$ cat src/rtl/trig_combiner.sv
`timescale 1ns/1ps
module trig_combiner #(
  parameter int NCH = 64,
  parameter int GRP = 8,
  parameter int GW  = 8,
  localparam int CW = $clog2(NCH + 1)
) (
  input  logic           clk,
  input  logic           rst_n,
  input  logic [NCH-1:0] chan_trig,
  input  logic [NCH-1:0] a_mask,
  input  logic [1:0]     a_pair_mode,
  input  logic [1:0]     a_main_mode,
  input  logic [CW-1:0]  a_level,
  input  logic [GW-1:0]  a_gate_width,
  input  logic           a_retrig,
  input  logic           a_invert,
  input  logic [NCH-1:0] b_mask,
  input  logic [1:0]     b_pair_mode,
  input  logic [1:0]     b_main_mode,
  input  logic [CW-1:0]  b_level,
  input  logic [GW-1:0]  b_gate_width,
  input  logic           b_retrig,
  input  logic           b_invert,
  output logic           trig_a,
  output logic           trig_b,
  output logic           trig_and,
  output logic           trig_or
);
  localparam int NPAIR = NCH / 2;
  localparam int NG    = NCH / GRP;
  localparam int PW    = $clog2(GRP + 1);
  localparam logic [NCH-1:0] EVEN = {NPAIR{2'b01}};

  logic [1:0][NCH-1:0] mask_i;
  logic [1:0][1:0]     pair_i, mode_i;
  logic [1:0][CW-1:0]  level_i;
  logic [1:0][GW-1:0]  width_i;
  logic [1:0]          retrig_i, inv_i, shaped;

  assign mask_i   = {b_mask, a_mask};
  assign pair_i   = {b_pair_mode, a_pair_mode};
  assign mode_i   = {b_main_mode, a_main_mode};
  assign level_i  = {b_level, a_level};
  assign width_i  = {b_gate_width, a_gate_width};
  assign retrig_i = {b_retrig, a_retrig};
  assign inv_i    = {b_invert, a_invert};

  for (genvar gi = 0; gi < 2; gi++) begin : g_path
    logic [NCH-1:0] masked, paired, s1_vec, s1_mask;
    logic [NG-1:0][PW-1:0] psum;
    logic [CW-1:0] total;
    logic or2, and2, main, main_d, lin, trig;
    logic [GW-1:0] cnt;

    assign masked = chan_trig & mask_i[gi];

    for (genvar k = 0; k < NPAIR; k++) begin : g_pair
      logic pr;
      assign pr = (pair_i[gi] == 2'd1) ? (masked[2*k] | masked[2*k+1])
                                       : (masked[2*k] & masked[2*k+1]);
      assign paired[2*k+1:2*k] = (pair_i[gi] == 2'd1 || pair_i[gi] == 2'd2)
                                 ? {2{pr}} : masked[2*k+1:2*k];
    end

    always_comb begin
      total = '0;
      for (int g = 0; g < NG; g++) total = total + CW'(psum[g]);
    end

    assign trig = retrig_i[gi] ? main : (main & ~main_d);

    always_ff @(posedge clk) begin
      if (!rst_n) begin
        s1_vec <= '0; s1_mask <= '0; psum <= '0; or2 <= 1'b0; and2 <= 1'b0;
        main <= 1'b0; main_d <= 1'b0; lin <= 1'b0; cnt <= '0;
      end else begin
        s1_vec  <= paired;
        s1_mask <= mask_i[gi];
        for (int g = 0; g < NG; g++)
          psum[g] <= PW'($countones(s1_vec[g*GRP +: GRP]));
        or2  <= |s1_vec;
        and2 <= (|s1_mask) && (&(s1_vec | ~s1_mask));
        case (mode_i[gi])
          2'd0:    main <= or2;
          2'd1:    main <= and2;
          2'd2:    main <= (total >= level_i[gi]);
          default: main <= 1'b0;
        endcase
        main_d <= main;
        lin    <= main;
        if (trig && (cnt == '0 || retrig_i[gi])) cnt <= width_i[gi];
        else if (cnt != '0)                      cnt <= cnt - GW'(1);
      end
    end

    assign shaped[gi] = (width_i[gi] == '0) ? lin : (cnt != '0);


    pair_sym_chk: assert property (@(posedge clk) disable iff (!rst_n)
      ($past(pair_i[gi]) == 2'd1 || $past(pair_i[gi]) == 2'd2)
      |-> ((s1_vec & EVEN) == ((s1_vec >> 1) & EVEN)));

    zero_mask_and_chk: assert property (@(posedge clk) disable iff (!rst_n)
      ($past(mode_i[gi]) == 2'd1 && $past(mask_i[gi] == '0, 3)) |-> !main);

    gate_countdown_chk: assert property (@(posedge clk) disable iff (!rst_n)
      (!retrig_i[gi] && cnt != '0) |=> (cnt == $past(cnt) - GW'(1)));

    retrig_reload_chk: assert property (@(posedge clk) disable iff (!rst_n)
      (retrig_i[gi] && main) |=> (cnt == $past(width_i[gi])));
  end

  assign trig_a   = shaped[0] ^ inv_i[0];
  assign trig_b   = shaped[1] ^ inv_i[1];
  assign trig_and = shaped[0] & shaped[1];
  assign trig_or  = shaped[0] | shaped[1];
endmodule

$ cat config.mk
export PLATFORM = sky130hd
export DESIGN_NAME = trig_combiner
export DESIGN_NICKNAME = d
export VERILOG_FILES = /design/src/rtl/trig_combiner.sv
export SDC_FILE = /design/constraint.sdc
export NUM_CORES = 1
export LEC_CHECK = 0
export ABC_CLOCK_PERIOD_IN_PS = 5200
export BUFFER_PORTS_ARGS = -buffer_cell sky130_fd_sc_hd__buf_2
export CAP_MARGIN = 20
export CORE_UTILIZATION = 30
export DETAILED_ROUTE_END_ITERATION = 16
export PLACE_DENSITY = 0.47
export REMOVE_ABC_BUFFERS = 1
export SLEW_MARGIN = 20
export SYNTH_ARGS = -nofsm -noshare
export SYNTH_HDL_FRONTEND = slang
export SYNTH_SLANG_ARGS = --single-unit
$ cat constraint.sdc
create_clock -name clk -period 5.2 [get_ports clk]
set_input_delay 0.78 -clock clk [delete_from_list [all_inputs] [get_ports clk]]
set_output_delay 0.78 -clock clk [all_outputs]
set_load 0.02 [all_outputs]
=== Word-level counts from Yosys, hierarchy flattened ===
Index checks and enable logic that the tools add are counted.

* Register bits after elaboration: 344
* Word-level logic and storage cells: 472

* Add/sub/neg operators: 128
* $lt $le $gt $ge: 2
* Equality and inequality tests: 8
* Muxes and demuxes: 138
* Bitwise operators: 142
* Reduce and logical (&&, ||, !) cells: 24

{| class="wikitable"
|+ Operators by type and width
! operator !! count
|-
| 64-bit OR reduction || 4
|-
| 1-bit by 1-bit adder with 2-bit output || 64
|-
| 64-bit AND || 2
|-
| 2-bit 2-to-1 mux || 64
|-
| 64-bit inverter || 2
|-
| 64-bit bitwise OR || 2
|-
| 64-bit AND reduction || 2
|-
| 2-bit by 2-bit adder with 3-bit output || 32
|-
| 1-bit 2-to-1 mux || 68
|-
| 1-bit AND || 67
|-
| 1-bit bitwise OR || 65
|-
| 3-bit by 3-bit adder with 4-bit output || 16
|-
| 7-bit by 4-bit adder with 7-bit output || 8
|-
| 8-bit zero test || 4
|-
| 8-bit 2-to-1 mux || 4
|-
| 8-bit nonzero test || 2
|-
| 8-bit by 1-bit subtractor with 8-bit output, second input constant || 2
|-
| 6-bit by 4-bit adder with 7-bit output || 2
|-
| 7-bit greater-or-equal comparator || 2
|-
| 5-bit by 4-bit adder with 6-bit output || 2
|-
| 4-bit by 4-bit adder with 5-bit output || 2
|-
| 2-bit by 1-bit equality test with 1-bit output, second input constant || 4
|-
| 2-bit equality test, second input constant || 4
|-
| 1-bit one-hot mux with 3 select lines || 2
|-
| other kinds (6) || 16
|}

=== Longest topological paths before layout ===
* Depth in word-level cells: 9
* Depth in mapped cells: 16
* Gate-level depth less buffers: 16

=== Worst setup path after synthesis ===
OpenSTA, ideal clock, no wires.

* Path kind: flip-flop to flip-flop
* Start point: register g_path[0].psum[14] in the netlist's numbering
* End point: register g_path[0].main
* Library setup time: 0.125 ns
* Arrival: 3.880 ns
* Required time: 5.075 ns
* Setup slack: 1.195 ns
* Cell stages (with the launch flop): 15
* Path through: dfxtp_1 -> inv_1 -> fa_1 -> inv_1 -> fa_1 -> fa_1 -> fa_1 -> ha_1 -> fa_1 -> a21o_1 -> a21o_1 -> ha_1 -> nand2b_1 -> a211oi_1 -> a21oi_1

* Cells in the longest elaborated chain, start to end: 7

{| class="wikitable"
|+ RTL lines
! element !! RTL line !! source
|-
| from (decl) || 51 || <nowiki>logic [NG-1:0][PW-1:0] psum;</nowiki>
|-
| from (signal, indexed assignment) || 81 || <nowiki>psum[g] <= PW'($countones(s1_vec[g*GRP +: GRP]));</nowiki>
|-
| 6-bit by 4-bit adder with 7-bit output || 68 || <nowiki>for (int g = 0; g < NG; g++) total = total + CW'(psum[g]);</nowiki>
|-
| 7-bit by 4-bit adder with 7-bit output (4 in series) || 68 ||
|-
| 7-bit greater-or-equal comparator || 87 || <nowiki>2'd2: main <= (total >= level_i[gi]);</nowiki>
|-
| 1-bit one-hot mux with 3 select lines || 84 || <nowiki>case (mode_i[gi])</nowiki>
|-
| to (signal assigned) || 85 || <nowiki>2'd0: main <= or2;</nowiki>
|-
| to (signal assigned) || 86 || <nowiki>2'd1: main <= and2;</nowiki>
|-
| to (signal assigned) || 87 ||
|-
| to (decl) || 53 || <nowiki>logic or2, and2, main, main_d, lin, trig;</nowiki>
|}

No other way between the ends.
A chain may end at the register's enable or synchronous reset.

=== Worst setup path after layout ===
* Start point: register g_path[1].psum[14] in the netlist's numbering
* End point: register g_path[1].main

* Cells in the longest elaborated chain, start to end: 7

{| class="wikitable"
|+ RTL lines
! element !! RTL line
|-
| from (decl) || 51
|-
| from (signal, indexed assignment) || 81
|-
| 6-bit by 4-bit adder with 7-bit output || 68
|-
| 7-bit by 4-bit adder with 7-bit output (4 in series) || 68
|-
| 7-bit greater-or-equal comparator || 87
|-
| 1-bit one-hot mux with 3 select lines || 84
|-
| to (signal assigned) || 85
|-
| to (signal assigned) || 86
|-
| to (signal assigned) || 87
|-
| to (decl) || 53
|}

No other way between the ends.

==> impl_metrics.toml <==
[place]
gp_congestion = 0.953
post-dp-hpwl_um = 56800
buffer_ports.inserted = 239
placedCellCount = 3199

[cts]
cts-htree-levels = 2
clkTransAtPathRegs_ns = 0.06
post_cts.resized_instances = 0
postCtsSetupBuffers = 0
clkSinkCount = 344
clock_tree.root_cell = "sky130_fd_sc_hd__clkbuf_16"
tritoncts = "built"
ctsHoldBuffers = 0
number_of_buffers_created_by_cts = 42
clockBufferDepth = 3
worstSkewPairLatency_ns = 0.57

[yosys]
synthDominantCellAreaShare_pct = 36.6
post_synth_edffs = 0
synth_compound_gate_area_share_pct = 14.1
ys_types = 54
synth.mux.area_fraction_pct = 0.266
post_synth_xor_area_fraction_pct = 1.58
ys_warnings = 0
share_of_synthesized_flip_flops_with_an_asynchronous_set_or_reset_pct = 0
combinational_family_with_the_most_area_after_synthesis = "simple AND/OR/NAND/NOR gates"
ranking_of_synthesized_cells_by_area = "sky130_fd_sc_hd__dfxtp_1 (37%), sky130_fd_sc_hd__fa_1 (12%), sky130_fd_sc_hd__and2_1 (6.7%)"
synthesized_area_fraction_occupied_by_adder_cells_pct = 18.2
post-synth-top-area-cell = "sky130_fd_sc_hd__dfxtp_1"
synth_flop_cell = "sky130_fd_sc_hd__dfxtp_1"
synth_simple_gate_area_share_pct = 21.7
syn_avg_cell_area_sq_um = 8.58
mappedNetlistArea_sq_um = 18800
number_of_storage_elements_in_the_synthesis_netlist = 344
fraction_of_the_yosys_area_taken_by_sequential_cells_pct = 36.6
synth_cells = 2192

[timing]
rsz0062_at_grt = "no"
min_period_ns = 4.14
maxSlewHeadroom_pct = 26.3
timing_worst_slew_pin_value_ns = 1.10
setup-tns-final_ns = 0
maxClockFrequency_mhz = 241
fin_crit_sh_pct = 79.7
setup-violations-final = 0
finalClockSkew_ns = 0.0262
final_max_slew_viol_count = 0
timing.hold.ws_ns = 0.432
hold_viol_final = 0

[setup_path]
critPathMaxFanout = 2
critical_path.most_common_cell = "sky130_fd_sc_hd__fa_1"
crit_path_start_kind = "flip-flop"
timing.critical_path.max_delay_family = "adder cells"
worst_path_largest_cell_delay_ns = 0.55
critical_path_slowest_stage_cell = "sky130_fd_sc_hd__fa_1"
cp_cell_sequence = "inv_1 > fa_1 > inv_1 > fa_1 > fa_1 > fa_1 > ha_1 > fa_1 > a21o_1 > a21o_1 > ha_1 > nand2b_1 > a211oi_1 > a21oi_1"
cell_depth_of_the_worst_flop_to_flop_path = 14
cp_data_arrival_time_ns = 4.59
worstPathBufferInverterCount = 2
criticalPathCategory = "flip-flop to flip-flop"
critical_path.startpoint = "g_path[1].psum[14]$_SDFF_PN0_"
cp_num_cells = 14
critPathCaptureType = "flip-flop"
reg2reg_from = "g_path[1].psum[14]$_SDFF_PN0_"
endpoint_required_time_on_the_critical_path_ns = 5.64

[power_and_ir_drop]
vdd_ir_drop_max_v = 0.000202
power_per_cell_area_nw_per_um2 = 374
cellLeakagePower_nw = 9.80

[die]
ioPinCount = 240
floorplan.die_area_sq_um = 63700
initial_utilization_pct = 30.4
floorplan.rows = 91
die_w_um = 252
core_area_sq_um = 61800
dieHeight_um = 252

[finish]
register_area_sq_um = 6890
final_antenna_diode_count = 0
area_growth_pct = 18.6
multi_input_area_sq_um = 10500
post_route_cells_drive_above_1_share_pct = 13.3
layout.cells.most_common = "sky130_fd_sc_hd__dfxtp_1"
fin_cells = 3270
fillerInstances = 6422
mostFrequentLayoutCells = "sky130_fd_sc_hd__dfxtp_1 (344), sky130_fd_sc_hd__inv_1 (298), sky130_fd_sc_hd__a21oi_1 (243)"
finish.net_count = 2850

[job]
drv.max_cap_violation_count = 0

[drt]
dr.first_iter.drc_count = 1143
vias = 15800
drt-pass1-iter-count = 5
post_drt_wl_per_cell_um = 21.3
via_density_per_instance = 4.84
remaining_number_of_nets_flagged_by_the_antenna_check_after_routing = 0
finalWirelength_um = 69700
drc_errors = 0

[worst_hold_path]
hold_path.startpoint = "a_mask[43]"
hold_path_depth = 2
hold_class = "input pin to flip-flop"

[global_route]
initial_antenna_violation_count = 9
grt_remaining_overflow = 0
grt_start_max_net_pins = 99
grt_pass1_wl_um = 102000
via_count_of_the_first_global_routing_pass = 16000
grt_use_total_pct = 21.9

[outcome]
outcome = "completed"
-- layer usage --
metal	global-route usage (%)	vias to the layer above	routed length (um)
li1	-	7593	-
met1	32.0	7572	34300
met2	32.2	548	28600
met3	5.09	91	5120
met4	5.75	14	1600
met5	0	-	105
-- per-stage QoR --
step	power (mW)	util (%)	setup WS, ns	instance area, sq um
2_1_floorplan	4.50	-	1.20	18500
3_3_place_gp	5.25	33.7	1.08	20800
3_5_place_dp	5.28	33.7	1.03	20800
4_1_cts	8.43	36.1	1.02	22300
5_1_grt	8.87	36.1	0.814	22300
6_report	8.33	36.1	1.06	22300
-- Yosys cell counts, types with 8 or more instances --
| library cell | instances |
|---|---|
| sky130_fd_sc_hd__dfxtp_1 | 344 |
| sky130_fd_sc_hd__inv_1 | 298 |
| sky130_fd_sc_hd__a21oi_1 | 243 |
| sky130_fd_sc_hd__and2_1 | 200 |
| sky130_fd_sc_hd__nand2_1 | 172 |
| sky130_fd_sc_hd__nor2b_1 | 145 |
| sky130_fd_sc_hd__nor2_1 | 118 |
| sky130_fd_sc_hd__fa_1 | 110 |
| sky130_fd_sc_hd__o21ai_0 | 103 |
| sky130_fd_sc_hd__ha_1 | 98 |
| sky130_fd_sc_hd__clkbuf_1 | 73 |
| sky130_fd_sc_hd__nor4_1 | 60 |
| sky130_fd_sc_hd__o22ai_1 | 35 |
| sky130_fd_sc_hd__a22oi_1 | 24 |
| sky130_fd_sc_hd__nand4_1 | 24 |
| sky130_fd_sc_hd__xnor2_1 | 24 |
| sky130_fd_sc_hd__xor2_1 | 10 |
| sky130_fd_sc_hd__a21o_1 | 8 |
| sky130_fd_sc_hd__nand3_1 | 8 |
-- state kept, by name (all words and copies together), names as in the netlist --
signal	cells
g_path.cnt	16
g_path.or2	2
g_path.main	2
g_path.psum	64
g_path.lin	2
g_path.s1_vec	128
g_path.and2	2
g_path.s1_mask	128
-- where the power goes --
group | total, mW | switching [mW] | internal (mW)
combinational | 2.14 | 1.23 | 0.907
clock | 3.12 | 1.17 | 1.95
sequential | 3.07 | 0.210 | 2.86
total | 8.33 | 2.61 | 5.72
-- cell type report --
cell class | count | share of cell area (%)
timing repair buffer | 248 | 5.71
clock inverter | 15 | 1.17
tap | 837 | 4.70
inverter | 298 | 5.02
clock buffer | 56 | 5.36
multi-input combinational | 1472 | 47.2
sequential | 344 | 30.9
-- worst paths after layout --
check,endpoint,slack [ns]
worst max-delay path,g_path[1].main$_SDFF_PN0_,1.06
worst min-delay path,g_path[0].s1_mask[43]$_SDFF_PN0_,0.43
worst max register to register,g_path[1].main$_SDFF_PN0_,1.06
worst min register to register,g_path[1].lin$_SDFF_PN0_,0.55
-- logic make-up after synthesis --
family	after synthesis
simple gates	763
compound gates	462
buf+inv	376
flops	344
fa+ha+maj	208
xor+xnor	34
mux	5
-- worst register-to-register path, cell delays in order, from the launching register on --
cell and delay, ns:
sky130_fd_sc_hd__dfxtp_1 0.30, sky130_fd_sc_hd__inv_1 0.05, sky130_fd_sc_hd__fa_1 0.52, sky130_fd_sc_hd__inv_1 0.05, sky130_fd_sc_hd__fa_1 0.55, sky130_fd_sc_hd__fa_1 0.44
sky130_fd_sc_hd__fa_1 0.44, sky130_fd_sc_hd__ha_1 0.23, sky130_fd_sc_hd__fa_1 0.46, sky130_fd_sc_hd__a21o_1 0.19, sky130_fd_sc_hd__a21o_1 0.17, sky130_fd_sc_hd__ha_1 0.16
sky130_fd_sc_hd__nand2b_1 0.16, sky130_fd_sc_hd__a211oi_1 0.22, sky130_fd_sc_hd__a21oi_1 0.09
Note: power is estimated with default switching activity, not from simulation.
